===== src/rtl/victim_sel_pkg.sv =====
package victim_sel_pkg;
  localparam int WAYS      = 4;
  localparam int WAY_W     = 2;
  localparam int PAIR_BITS = WAYS * (WAYS - 1) / 2;
  localparam int TREE_BITS = WAYS - 1;

  typedef logic [WAY_W-1:0] way_t;

  typedef enum logic {
    POL_PAIR_LRU  = 1'b0,
    POL_TREE_PLRU = 1'b1
  } policy_e;

  // slot of the ordering bit for ways lo < hi
  function automatic int pair_slot(input int lo, input int hi);
    return lo * (2 * WAYS - 1 - lo) / 2 + (hi - lo - 1);
  endfunction
endpackage


===== src/rtl/rst_sync.sv =====
module rst_sync (
  input  logic clk,
  input  logic rst_n_in,
  output logic rst_n_out
);
  logic [1:0] sync_q;

  always_ff @(posedge clk or negedge rst_n_in) begin
    if (!rst_n_in) sync_q <= 2'b00;
    else           sync_q <= {sync_q[0], 1'b1};
  end

  assign rst_n_out = sync_q[1];
endmodule


===== src/rtl/pair_order_policy.sv =====
module pair_order_policy
  import victim_sel_pkg::*;
(
  input  logic [PAIR_BITS-1:0] cur_bits,
  input  way_t                 hit_way,
  output logic [PAIR_BITS-1:0] next_bits,
  output way_t                 oldest_way
);
  logic [WAYS-1:0] is_oldest;

  // bit (lo,hi) = 1 : lo more recent than hi
  genvar gi, gj;
  generate
    for (gi = 0; gi < WAYS; gi++) begin : g_lo
      for (gj = gi + 1; gj < WAYS; gj++) begin : g_hi
        localparam int SLOT = pair_slot(gi, gj);
        assign next_bits[SLOT] = (hit_way == way_t'(gi)) ? 1'b1 :
                                 (hit_way == way_t'(gj)) ? 1'b0 :
                                 cur_bits[SLOT];
      end
    end
  endgenerate

  always_comb begin
    for (int w = 0; w < WAYS; w++) begin
      is_oldest[w] = 1'b1;
      for (int o = 0; o < WAYS; o++) begin
        if (o < w)      is_oldest[w] = is_oldest[w] &  cur_bits[pair_slot(o, w)];
        else if (o > w) is_oldest[w] = is_oldest[w] & ~cur_bits[pair_slot(w, o)];
      end
    end
  end

  always_comb begin
    oldest_way = '0;
    for (int w = WAYS - 1; w >= 0; w--) begin
      if (is_oldest[w]) oldest_way = way_t'(w);
    end
  end
endmodule


===== src/rtl/tree_policy.sv =====
module tree_policy
  import victim_sel_pkg::*;
(
  input  logic [TREE_BITS-1:0] cur_bits,  // [0] root, [1] ways 0/1, [2] ways 2/3
  input  way_t                 hit_way,
  output logic [TREE_BITS-1:0] next_bits,
  output way_t                 pick_way
);
  always_comb begin
    next_bits    = cur_bits;
    next_bits[0] = ~hit_way[1];
    if (!hit_way[1]) next_bits[1] = ~hit_way[0];
    else             next_bits[2] = ~hit_way[0];
  end

  assign pick_way = cur_bits[0] ? {1'b1, cur_bits[2]} : {1'b0, cur_bits[1]};
endmodule


===== src/rtl/invalid_first.sv =====
module invalid_first
  import victim_sel_pkg::*;
(
  input  logic [WAYS-1:0] way_valid,
  input  way_t            policy_way,
  output way_t            victim_way
);
  always_comb begin
    victim_way = policy_way;
    for (int w = WAYS - 1; w >= 0; w--) begin
      if (!way_valid[w]) victim_way = way_t'(w);
    end
  end
endmodule


===== src/rtl/way_victim_sel.sv =====
module way_victim_sel
  import victim_sel_pkg::*;
#(
  parameter int      SETS   = 8,
  parameter policy_e POLICY = POL_PAIR_LRU,
  localparam int     SET_W  = (SETS > 1) ? $clog2(SETS) : 1
) (
  input  logic             clk,
  input  logic             rst_n,
  input  logic             acc_en,
  input  logic [SET_W-1:0] set_idx,
  input  logic [1:0]       acc_way,
  input  logic [3:0]       way_valid,
  output logic [1:0]       victim_way
);
  localparam int ROW_W = (POLICY == POL_PAIR_LRU) ? PAIR_BITS : TREE_BITS;

  logic             rst_q_n;
  logic [ROW_W-1:0] row_q [SETS];
  logic [ROW_W-1:0] row_cur;
  logic [ROW_W-1:0] row_nxt;
  way_t             pol_way;

  rst_sync u_rst_sync (
    .clk       (clk),
    .rst_n_in  (rst_n),
    .rst_n_out (rst_q_n)
  );

  assign row_cur = row_q[set_idx];

  generate
    if (POLICY == POL_PAIR_LRU) begin : g_pair
      pair_order_policy u_pol (
        .cur_bits   (row_cur),
        .hit_way    (acc_way),
        .next_bits  (row_nxt),
        .oldest_way (pol_way)
      );
    end else begin : g_tree
      tree_policy u_pol (
        .cur_bits  (row_cur),
        .hit_way   (acc_way),
        .next_bits (row_nxt),
        .pick_way  (pol_way)
      );

      assert_tree_other_half_R6: assert property (@(posedge clk) disable iff (!rst_q_n)
        acc_en |=> (set_idx != $past(set_idx) || way_valid != 4'hF ||
                    victim_way[1] != $past(acc_way[1])));
    end
  endgenerate

  always_ff @(posedge clk or negedge rst_q_n) begin
    if (!rst_q_n) begin
      for (int s = 0; s < SETS; s++) row_q[s] <= '0;
    end else if (acc_en) begin
      row_q[set_idx] <= row_nxt;
    end
  end

  invalid_first u_pick (
    .way_valid  (way_valid),
    .policy_way (pol_way),
    .victim_way (victim_way)
  );

  assert_empty_way_first_R2: assert property (@(posedge clk) disable iff (!rst_q_n)
    (way_valid != 4'hF) |->
      (!way_valid[victim_way] &&
       ((way_valid & ((4'd1 << victim_way) - 4'd1)) == ((4'd1 << victim_way) - 4'd1))));

  assert_touched_not_victim_R4: assert property (@(posedge clk) disable iff (!rst_q_n)
    acc_en |=> (set_idx != $past(set_idx) || way_valid != 4'hF ||
                victim_way != $past(acc_way)));

  assert_idle_holds_R7: assert property (@(posedge clk) disable iff (!rst_q_n)
    !acc_en |=> (!$stable(set_idx) || !$stable(way_valid) || $stable(victim_way)));
endmodule


===== config.mk =====
export PLATFORM = sky130hd
export DESIGN_NAME = way_victim_sel
export DESIGN_NICKNAME = d
export VERILOG_FILES = /design/src/rtl/victim_sel_pkg.sv /design/src/rtl/rst_sync.sv /design/src/rtl/pair_order_policy.sv /design/src/rtl/tree_policy.sv /design/src/rtl/invalid_first.sv /design/src/rtl/way_victim_sel.sv
export SDC_FILE = /design/constraint.sdc
export NUM_CORES = 1
export LEC_CHECK = 0
export ABC_AREA = 1
export BUFFER_PORTS_ARGS = -buffer_cell sky130_fd_sc_hd__buf_4
export CELL_PAD_IN_SITES_DETAIL_PLACEMENT = 0
export CELL_PAD_IN_SITES_GLOBAL_PLACEMENT = 1
export CORE_MARGIN = 2
export CORE_UTILIZATION = 45
export CTS_CLUSTER_SIZE = 30
export DETAILED_ROUTE_END_ITERATION = 10
export MAX_ROUTING_LAYER = met4
export PLACE_DENSITY = 0.91
export SLEW_MARGIN = 20
export SYNTH_ARGS = -nofsm -noshare
export SYNTH_HDL_FRONTEND = slang
export SYNTH_SLANG_ARGS = --single-unit
export TNS_END_PERCENT = 5

===== constraint.sdc =====
create_clock -name clk -period 1.74 [get_ports clk]
set_input_delay 0.087 -clock clk [delete_from_list [all_inputs] [get_ports clk]]
set_output_delay 0.087 -clock clk [all_outputs]
set_load 0.05 [all_outputs]

==> flow_summary.toml, run 1 <==
[status]
status = "finished, violations left"
violations = "negative setup slack"

[placement]
dp_hpwl_mm = 3.85
dp.cells = 411
dp_slack_ps = 192
place_congestion = 0.867
placed_area_um2 = 2760
io_buffers = 13

[setup_path]
worstRegToRegCells = 9
worst_ep_arrival_time_ps = 1680
rrSetupSlack_ps = 230
cp_common_cell = "nand2_1"
required_ps = 1650
startpoint_type = "flop"
worstPathCellList = "or2_1 -> nand3_1 -> nand2_1 -> inv_2 -> nand2_4 -> nor2_2 -> nand2_1 -> nand4_1 -> nand2_1 -> inv_1 -> buf_6"
max_stage_delay_ps = 400
r2r-end = "row_q[29]"
crit_type = "flop to output port"
crit_fanout = 3
cp-end-kind = "output port"
reg2reg_from = "row_q[47]"
critPathSlowestCell = "dfrtp_1"

[global_route]
grt_pass1_vias = 1934
track_usage_pct = 20.1
grt_max_degree = 49
grt_pass1_wl_mm = 9.60
grt_overflow = 0
antenna_found_initial = 0

[layout]
final_nets = 362
syn_to_final_growth_pct = 14.0
fin_area_um2 = 2950
fin_cells = 423
layout-drive-gt1-share_pct = 21.1
n_antenna_cell = 0

[detailed_routing]
drtIter0Drc = 107
finalWirelength_mm = 5.68
drc = 0
via_count = 2062
routedWlPerCell_um = 13.4
dr.pass1.iters = 4
vias_per_cell = 4.87
ant_nets = 0

[sta]
finClkSkew_ps = 7.54
worst_pin_slew_ps = 609
setup_viol = 1
rsz0062_at_grt = "true"
relSlewSlack_pct = 59.4
hold_violations = 0
setup_tns_ps = -22.8
drv_slew = 0
period_minus_slack_ps = 1760
fmax_ghz = 0.567
period_share_pct = 101
setup_ws_ps = -22.8

[clock_network]
cts_tree = "yes"
cts_max_level = 2
cts_buffer_depth = 2
cts-root-buf = "clkbuf_8"
cts_num_sinks = 50
cts_buffers = 5
cts.reportedPaths.clkPinSlew_ps = 90
worstSkewPairLatency_ps = 300

[synth]
synth_area_leaders = "dfrtp_1 48%, nand2_1 16%, o21ai_1 8.5%"
avgSynthCellArea_um2 = 7.73
yosysTopAreaCell = "dfrtp_1"
yosysSeqAreaShare_pct = 48.3
synth_top_area_share_pct = 48.3
synthCells = 335
yosysUniqueCellTypes = 26
ys_seq_elements = 50
yosys_warnings = 0
synth.cell_area_um2 = 2590
syn-num-nets = 347

[min_path]
hp-class = "primary input to asynchronous set/reset pin"

[floorplan]
start_util_pct = 46.7
chipWidth_um = 79.8
core-area_um2 = 5540
dieHeight_um = 79.8
dieArea_um2 = 6380
ioPinCount = 14
rows = 27

[power]
intPower_uw = 2140
p_seq_share_pct = 49.2
p_per_area_nw_per_um2 = 1060
power_uw = 3130
power.share.combinational_pct = 24.3
leakage_uw = 0.00150
p_clk_share_pct = 26.4
peakVddDrop_mv = 0.500
power_switching_uw = 990
netSwitchingFraction_pct = 31.7

[flow_run]
cap_violations = 0
-- repair_timing --
item / CTS / global route
pin swaps: 1 / 9
setup endpoints to repair: 2 / 2
gates resized for setup: 5 / 6
hold buffers: 1 / 0
hold endpoints to repair: 2 / 0
setup buffers: 0 / 3
-- area by class of cell --
class | count | area (µm²)
timing repair buffer | 21 | 193
multi-input combinational | 217 | 1100
sequential | 50 | 1250
tap | 72 | 90.1
fill | 564 | 2590
clock inverter | 3 | 43.8
clock buffer | 5 | 68.8
inverter | 55 | 206
-- power by group through the flow --
stage | combinational [µW] | clock [µW] | sequential (µW)
2_1_floorplan | 543 | 0 | 1540
3_3_place_gp | 709 | 0 | 1550
3_5_place_dp | 718 | 0 | 1560
4_1_cts | 733 | 840 | 1540
5_1_grt | 873 | 883 | 1570
6_report | 762 | 827 | 1540
-- metrics by stage --
stage          hold slack, ps  utilization, %
3_3_place_gp             -131            49.8
2_1_floorplan            -209               -
3_5_place_dp             -125            49.8
6_report                 98.4            53.3
5_1_grt                   100            53.3
4_1_cts                  78.8            52.4
-- worst max-delay path by stage --
stage	from	slack, ps	to
final	row_q[47]	-20	victim_way[1]
after detailed placement	set_idx[1]	190	victim_way[0]
after CTS	row_q[47]	-20	victim_way[1]
after global placement	set_idx[1]	240	victim_way[0]
after global routing	row_q[47]	-110	victim_way[1]
after floorplan	row_q[21]	240	victim_way[0]
-- worst max-delay path, delay by kind of cell (launching register included) --
| family | cells | cell delay [ps] |
|---|---|---|
| buffers and inverters | 3 | 270 |
| DFF | 1 | 400 |
| and+or+nand+nor | 8 | 690 |
-- logic make-up (layout without fill, tap and decap cells) --
group,count (synthesis),count (layout),share of synthesized area (%)
buffers and inverters,68,84,10.7
AOI/OAI and AO/OA,61,61,14.6
other,1,1,0.145
DFF,50,50,48.3
and+or+nand+nor,155,155,26.1
-- cell usage after synthesis (all sizes together) --
cell and count:
nand2 114, o21ai 58, inv 55, dfrtp 50, nand3 27, nor2 10, clkbuf 8, buf 5
a21oi 2, or2 2, conb 1, nand3b 1, nand4 1, o21a 1
-- flip-flops by register name (all words and copies together) (netlist names) --
| name | flops |
|---|---|
| row_q | 48 |
| u_rst_sync.sync_q | 2 |
-- layout by cell type, fill, tap and decap left out, types with 4 or more instances in the layout --
cell / instances
nand2_1: 108
dfrtp_1: 49
o21ai_1: 44
inv_1: 43
nand3_1: 22
buf_4: 16
inv_2: 12
o21ai_2: 12
nand2_2: 5
nand3_2: 5
clkbuf_8: 5
nor2_1: 4
-- metal layers --
layer,track usage [%],wire length [µm],up-vias
li1,-,-,1071
met1,28.1,2870,946
met2,29.9,2500,35
met3,3.17,178,10
met4,7.12,133,0
met5,-,0,-
(Power assumes the default switching activity.)
==> inputs of run 2 (changes only) <==
--- a/config.mk
+++ b/config.mk
@@ -10,13 +10,14 @@
 export CELL_PAD_IN_SITES_DETAIL_PLACEMENT = 0
 export CELL_PAD_IN_SITES_GLOBAL_PLACEMENT = 1
 export CORE_MARGIN = 2
-export CORE_UTILIZATION = 45
+export CORE_UTILIZATION = 44
 export CTS_CLUSTER_SIZE = 30
 export DETAILED_ROUTE_END_ITERATION = 10
 export MAX_ROUTING_LAYER = met4
-export PLACE_DENSITY = 0.91
+export PLACE_DENSITY = 0.9
 export SLEW_MARGIN = 20
 export SYNTH_ARGS = -nofsm -noshare
 export SYNTH_HDL_FRONTEND = slang
+export SYNTH_HIERARCHICAL = 1
 export SYNTH_SLANG_ARGS = --single-unit
 export TNS_END_PERCENT = 5
==> flow_summary.toml, run 2 <==
[synth]
synth_top_area_share_pct = 49.2
post_synth_most_frequent_cells = "167 x nand2_1, 50 x dfrtp_1, 41 x inv_1, 26 x o21ai_1, 24 x o21ai_0"
synth.area.mux_share_pct = 0
avgSynthCellArea_um2 = 7.16
synthCells = 355
synth_compound_area_share_pct = 10.2
ys.flop_type = "dfrtp_1"
synth-simple-area-share_pct = 30.4
synth_xor_area_share_pct = 0
synth_edf_count = 0
synth_adder_area_share_pct = 0
synth_top_family_by_area = "simple AND/OR/NAND/NOR gates"
synth.cell_area_um2 = 2540
ys_seq_elements = 50
yosysUniqueCellTypes = 18
async_reset_ff_share_pct = 100
yosysTopAreaCell = "dfrtp_1"
yosysSeqAreaShare_pct = 49.2
syn-num-nets = 367
yosys_warnings = 6
synth_area_leaders = "dfrtp_1 49%, nand2_1 25%, inv_1 6.1%"
yosysMostFrequentCell = "nand2_1"

[sta]
finClkSkew_ps = 6.08
setup_tns_ps = -46.9
drv_slew = 0
fmax_ghz = 0.560
relSlewSlack_pct = 60.3
worst_pin_slew_ps = 596
period_minus_slack_ps = 1790
period_share_pct = 103
setup_ws_ps = -46.9
setup_viol = 1
rsz0062_at_grt = "true"
hold_violations = 0

[setup_path]
worstPathCellList = "inv_1 -> nand2_1 -> nand3_2 -> nand2_1 -> inv_1 -> nand2_2 -> inv_1 -> nand3_2 -> nand2_1 -> inv_2 -> nand2_2 -> nand2_2 -> a21oi_2 -> buf_6"
required_ps = 1650
reg2reg_from = "row_q[40]"
critPathSlowestCell = "dfrtp_1"
cp-end-kind = "output port"
crit_fanout = 3
critical_path.top_delay_family = "simple AND/OR/NAND/NOR gates"
max_stage_delay_ps = 400
worst_ep_arrival_time_ps = 1700
critPathBufInv = 5
startpoint_type = "flop"
worstSetupStartpoint = "row_q[9]"
crit_type = "flop to output port"

[clock_network]
cts.reportedPaths.clkPinSlew_ps = 90
cts_num_sinks = 50
cts_max_level = 2
cts_tree = "yes"
worstSkewPairLatency_ps = 310
cts-root-buf = "clkbuf_8"
cts_buffers = 5
cts_buffer_depth = 2

[layout]
layout-drive-gt1-share_pct = 16.4
fill_cells = 568
fin_area_um2 = 2930
final_common_cell = "nand2_1"
syn_to_final_growth_pct = 15.4
largest_reg_flops = 48
multi_input_area_um2 = 1080
final_nets = 384
regArea_um2 = 1250
top_regs = "row_q: 48 flops, u_rst_sync/sync_q: 2 flops"
n_antenna_cell = 0
top_register = "row_q"
layout_common_cells = "159 x nand2_1, 49 x dfrtp_1, 39 x inv_1"

[floorplan]
chipWidth_um = 80.0
rows = 27
ioPinCount = 14
dieArea_um2 = 6400
dieHeight_um = 80.0
core-area_um2 = 5540
start_util_pct = 45.9

[power]
peakVddDrop_mv = 0.480
p_per_area_nw_per_um2 = 1040
leakage_uw = 0.00155

[detailed_routing]
via_count = 2142
dr.pass1.iters = 4
routedWlPerCell_um = 13.0
vias_per_cell = 4.81
finalWirelength_mm = 5.76
ant_nets = 0
drc = 0
drtIter0Drc = 225

[global_route]
grt_overflow = 0
antenna_found_initial = 0
track_usage_pct = 20.6
grt_max_degree = 49
grt_pass1_wl_mm = 9.90
grt_pass1_vias = 2045

[status]
status = "finished, violations left"
violations = "negative setup slack"

[placement]
io_buffers = 13
dp_hpwl_mm = 3.93
placed_area_um2 = 2710
place_congestion = 0.881

[flow_run]
cap_violations = 0

[min_path]
hp-class = "primary input to asynchronous set/reset pin"
## run 2: cell types whose count changed after synthesis, moves of 7 or more
cell	change
buf_2	+8
inv_2	-7
nand2_1	+58
nand3_1	-10
o21ai_0	+23
o21ai_1	-18
o21ai_2	-12
## run 2: power by group
| part | internal (µW) | switching [µW] |
|---|---|---|
| registers | 1400 | 117 |
| clock network | 429 | 381 |
| logic | 287 | 439 |
| total | 2110 | 938 |
## run 2: stage by stage
stage          utilization [%]  total power (µW)  cells  worst slack (ps)  hold WS [ps]
3_5_place_dp              48.9              2190    430               111          -130
4_1_cts                   51.6              3010    441             -25.8          75.5
3_3_place_gp              48.9              2170    430               167          -131
2_1_floorplan                -              2000    355              59.4          -209
5_1_grt                   52.9              3260    445              -168          89.3
6_report                  52.9              3050    445             -46.9          90.2
## run 2: path summary, 6_finish.rpt
kind | slack, ps | end | cells after the start
setup reg to reg | 260 | row_q[40] | 10
min in group clk | 160 | row_q[5] | 5
setup / recovery | -50 | victim_way[0] | 14
hold reg to reg | 360 | row_q[13] | 1
hold / removal | 90 | u_rst_sync/sync_q[1] | 2
max in group asynchronous | 980 | row_q[37] | 1
## run 2: routing by layer
layer  track usage, %  share of wire, %  vias to the layer above
met5                -                 0                        -
met4             7.12               1.4                        0
met3             3.73               4.4                        7
met2             30.9                46                       42
met1             28.3                48                      979
li1                 -                 -                     1114
## run 2: logic make-up after synthesis
| kind of cell | Yosys count |
|---|---|
| flops | 50 |
| compound gates | 51 |
| simple gates | 192 |
| other cells | 1 |
| buf+inv | 61 |
## run 2: cell type report
class                      count  area share [%]
sequential                    50            42.7
multi-input combinational    244            37.0
timing repair buffer          24            7.34
inverter                      47            6.10
tap                           72            3.07
clock buffer                   6            2.48
clock inverter                 2            1.28
## run 2: timing repair
action	CTS	global route
setup buffers	2	4
hold buffers	1	0
pin swaps	0	2
resized for setup	4	15
endpoints found under the hold margin	2	0
endpoints found under the setup margin	2	2
==> inputs of run 3 (changes only) <==
--- a/config.mk
+++ b/config.mk
@@ -7,14 +7,12 @@
 export LEC_CHECK = 0
 export ABC_AREA = 1
 export BUFFER_PORTS_ARGS = -buffer_cell sky130_fd_sc_hd__buf_4
-export CELL_PAD_IN_SITES_DETAIL_PLACEMENT = 0
-export CELL_PAD_IN_SITES_GLOBAL_PLACEMENT = 1
 export CORE_MARGIN = 2
-export CORE_UTILIZATION = 44
+export CORE_UTILIZATION = 45
 export CTS_CLUSTER_SIZE = 30
 export DETAILED_ROUTE_END_ITERATION = 10
 export MAX_ROUTING_LAYER = met4
-export PLACE_DENSITY = 0.9
+export PLACE_DENSITY = 0.76
 export SLEW_MARGIN = 20
 export SYNTH_ARGS = -nofsm -noshare
 export SYNTH_HDL_FRONTEND = slang
==> constraint.sdc (replaced) <==
create_clock -name clk -period 1.5 [get_ports clk]
set_input_delay 0.075 -clock clk [delete_from_list [all_inputs] [get_ports clk]]
set_output_delay 0.075 -clock clk [all_outputs]
set_load 0.05 [all_outputs]
==> flow_summary.toml, run 3 (synthesis results as in run 2) <==
[detailed_routing]
finalWirelength_mm = 5.84
dr.pass1.iters = 5
drtIter0Drc = 212
ant_nets = 0
routedWlPerCell_um = 12.6
vias_per_cell = 4.96
via_count = 2292
drc = 0

[floorplan]
rows = 27
ioPinCount = 14
dieHeight_um = 79.1
chipWidth_um = 79.1
start_util_pct = 46.4
core-area_um2 = 5470
dieArea_um2 = 6260

[layout]
top_register = "row_q"
n_antenna_cell = 0
top_regs = "row_q: 48 flops, u_rst_sync/sync_q: 2 flops"
final_nets = 401
fin_cells = 462
multi_input_area_um2 = 1080
final_common_cell = "nand2_1"
layout_common_cells = "157 x nand2_1, 49 x dfrtp_1, 36 x inv_1, 36 x o21ai_1, 34 x buf_4"
regArea_um2 = 1250
syn_to_final_growth_pct = 20.6
fin_area_um2 = 3070
fill_cells = 523
largest_reg_flops = 48
layout-drive-gt1-share_pct = 20.5

[clock_network]
cts_num_sinks = 50
worstSkewPairLatency_ps = 310
cts.reportedPaths.clkPinSlew_ps = 90
cts-root-buf = "clkbuf_8"
cts_buffers = 5
cts_tree = "yes"
cts_buffer_depth = 2
cts_max_level = 2

[global_route]
track_usage_pct = 21.1
grt_pass1_vias = 2122
antenna_found_initial = 0
grt_pass1_wl_mm = 9.98
grt_max_degree = 49
grt_overflow = 0

[power]
leakage_uw = 0.00163
peakVddDrop_mv = 0.551
p_per_area_nw_per_um2 = 1160
power_uw = 3560

[setup_path]
required_ps = 1420
crit_type = "flop to output port"
crit_fanout = 3
worstSetupStartpoint = "row_q[39]"
cp-end-kind = "output port"
worst_ep_arrival_time_ps = 1730
reg2reg_from = "row_q[39]"
startpoint_type = "flop"

[sta]
rsz0062_at_grt = "true"
setup_viol = 9
hold_violations = 0
setup_ws_ps = -303
period_share_pct = 120
fmax_ghz = 0.555
finClkSkew_ps = 8.84
period_minus_slack_ps = 1800
drv_slew = 0

[placement]
dp.cells = 448
dp_slack_ps = -84.9
place_congestion = 0.911
io_buffers = 13
placed_area_um2 = 2880
dp_hpwl_mm = 4.18

[status]
violations = "negative setup slack"
status = "finished, violations left"

[flow_run]
cap_violations = 0

[min_path]
hp-class = "primary input to asynchronous set/reset pin"
==> run 3: changes by cell type in the layout (fill, tap and decap cells not counted), moves of 2 or more <==
cell     previous run  this run
buf_4              19        34
o21ai_0            23        14
o21ai_1            27        36
nand3_1            10        14
nand3_2             6         2
inv_1              39        36
inv_2               7        10
buf_12              2         4
nand2_1           159       157
nand2_2            12        14
==> run 3: final cells by class <==
| type | instances | area share (%) |
|---|---|---|
| clock inverters | 2 | 0.531 |
| flip-flops and latches | 50 | 40.9 |
| multi-input cells | 244 | 35.1 |
| inverters | 47 | 5.84 |
| repair buffers | 41 | 12.0 |
| well taps | 72 | 2.94 |
| clock buffers | 6 | 2.69 |
==> run 3: metal layers <==
metal  vias to the layer above  GRT usage (%)  share of wire (%)
met1                      1071           28.2                 47
met4                         0           8.97                2.3
met3                        10           3.52                5.1
met2                        70           31.9                 45
met5                         -              -                  0
li1                       1141              -                  -
==> run 3: per-stage QoR <==
step                hold WS [ps]  setup TNS (ps)  util (%)
floorplan                   -221               0         -
global placement            -141           -83.8      52.6
detailed placement          -141            -120      52.6
CTS                         48.3            -573      55.1
global route                57.0           -2070      56.0
finish                      63.7            -828      56.0
==> run 3: repair_timing <==
action / CTS / global route
pin swaps: 9 / 7
buffers inserted: 1 / 4
endpoints found under the hold margin: 2 / 0
hold buffers: 1 / 0
resized for setup: 7 / 21
setup endpoints to repair: 2 / 32
==> run 3: path summary, 6_finish.rpt <==
kind	end	slack, ps	cells after the start
worst min register to register	row_q[46]	250	1
worst min-delay path	u_rst_sync/sync_q[1]	60	2
max in group asynchronous	row_q[0]	1030	1
min in group clk	row_q[1]	170	5
worst max register to register	row_q[39]	-60	13
worst max-delay path	victim_way[0]	-300	14
==> run 3: where the power goes <==
group	switching, µW	internal (µW)	total (µW)
Combinational	540	409	950
Clock	471	380	851
Sequential	140	1620	1760
==> run 3: critical path, stage by stage, from the launching register on <==
cell,delay (ps)
dfrtp_1,390
nand2_1,70
nand2_1,60
nand2_1,60
nand2_1,60
nand2_1,80
nand2_2,70
inv_1,50
nand3_1,60
nand2_1,60
inv_1,40
nand2_1,60
nand2_2,70
a21oi_4,120
buf_6,170
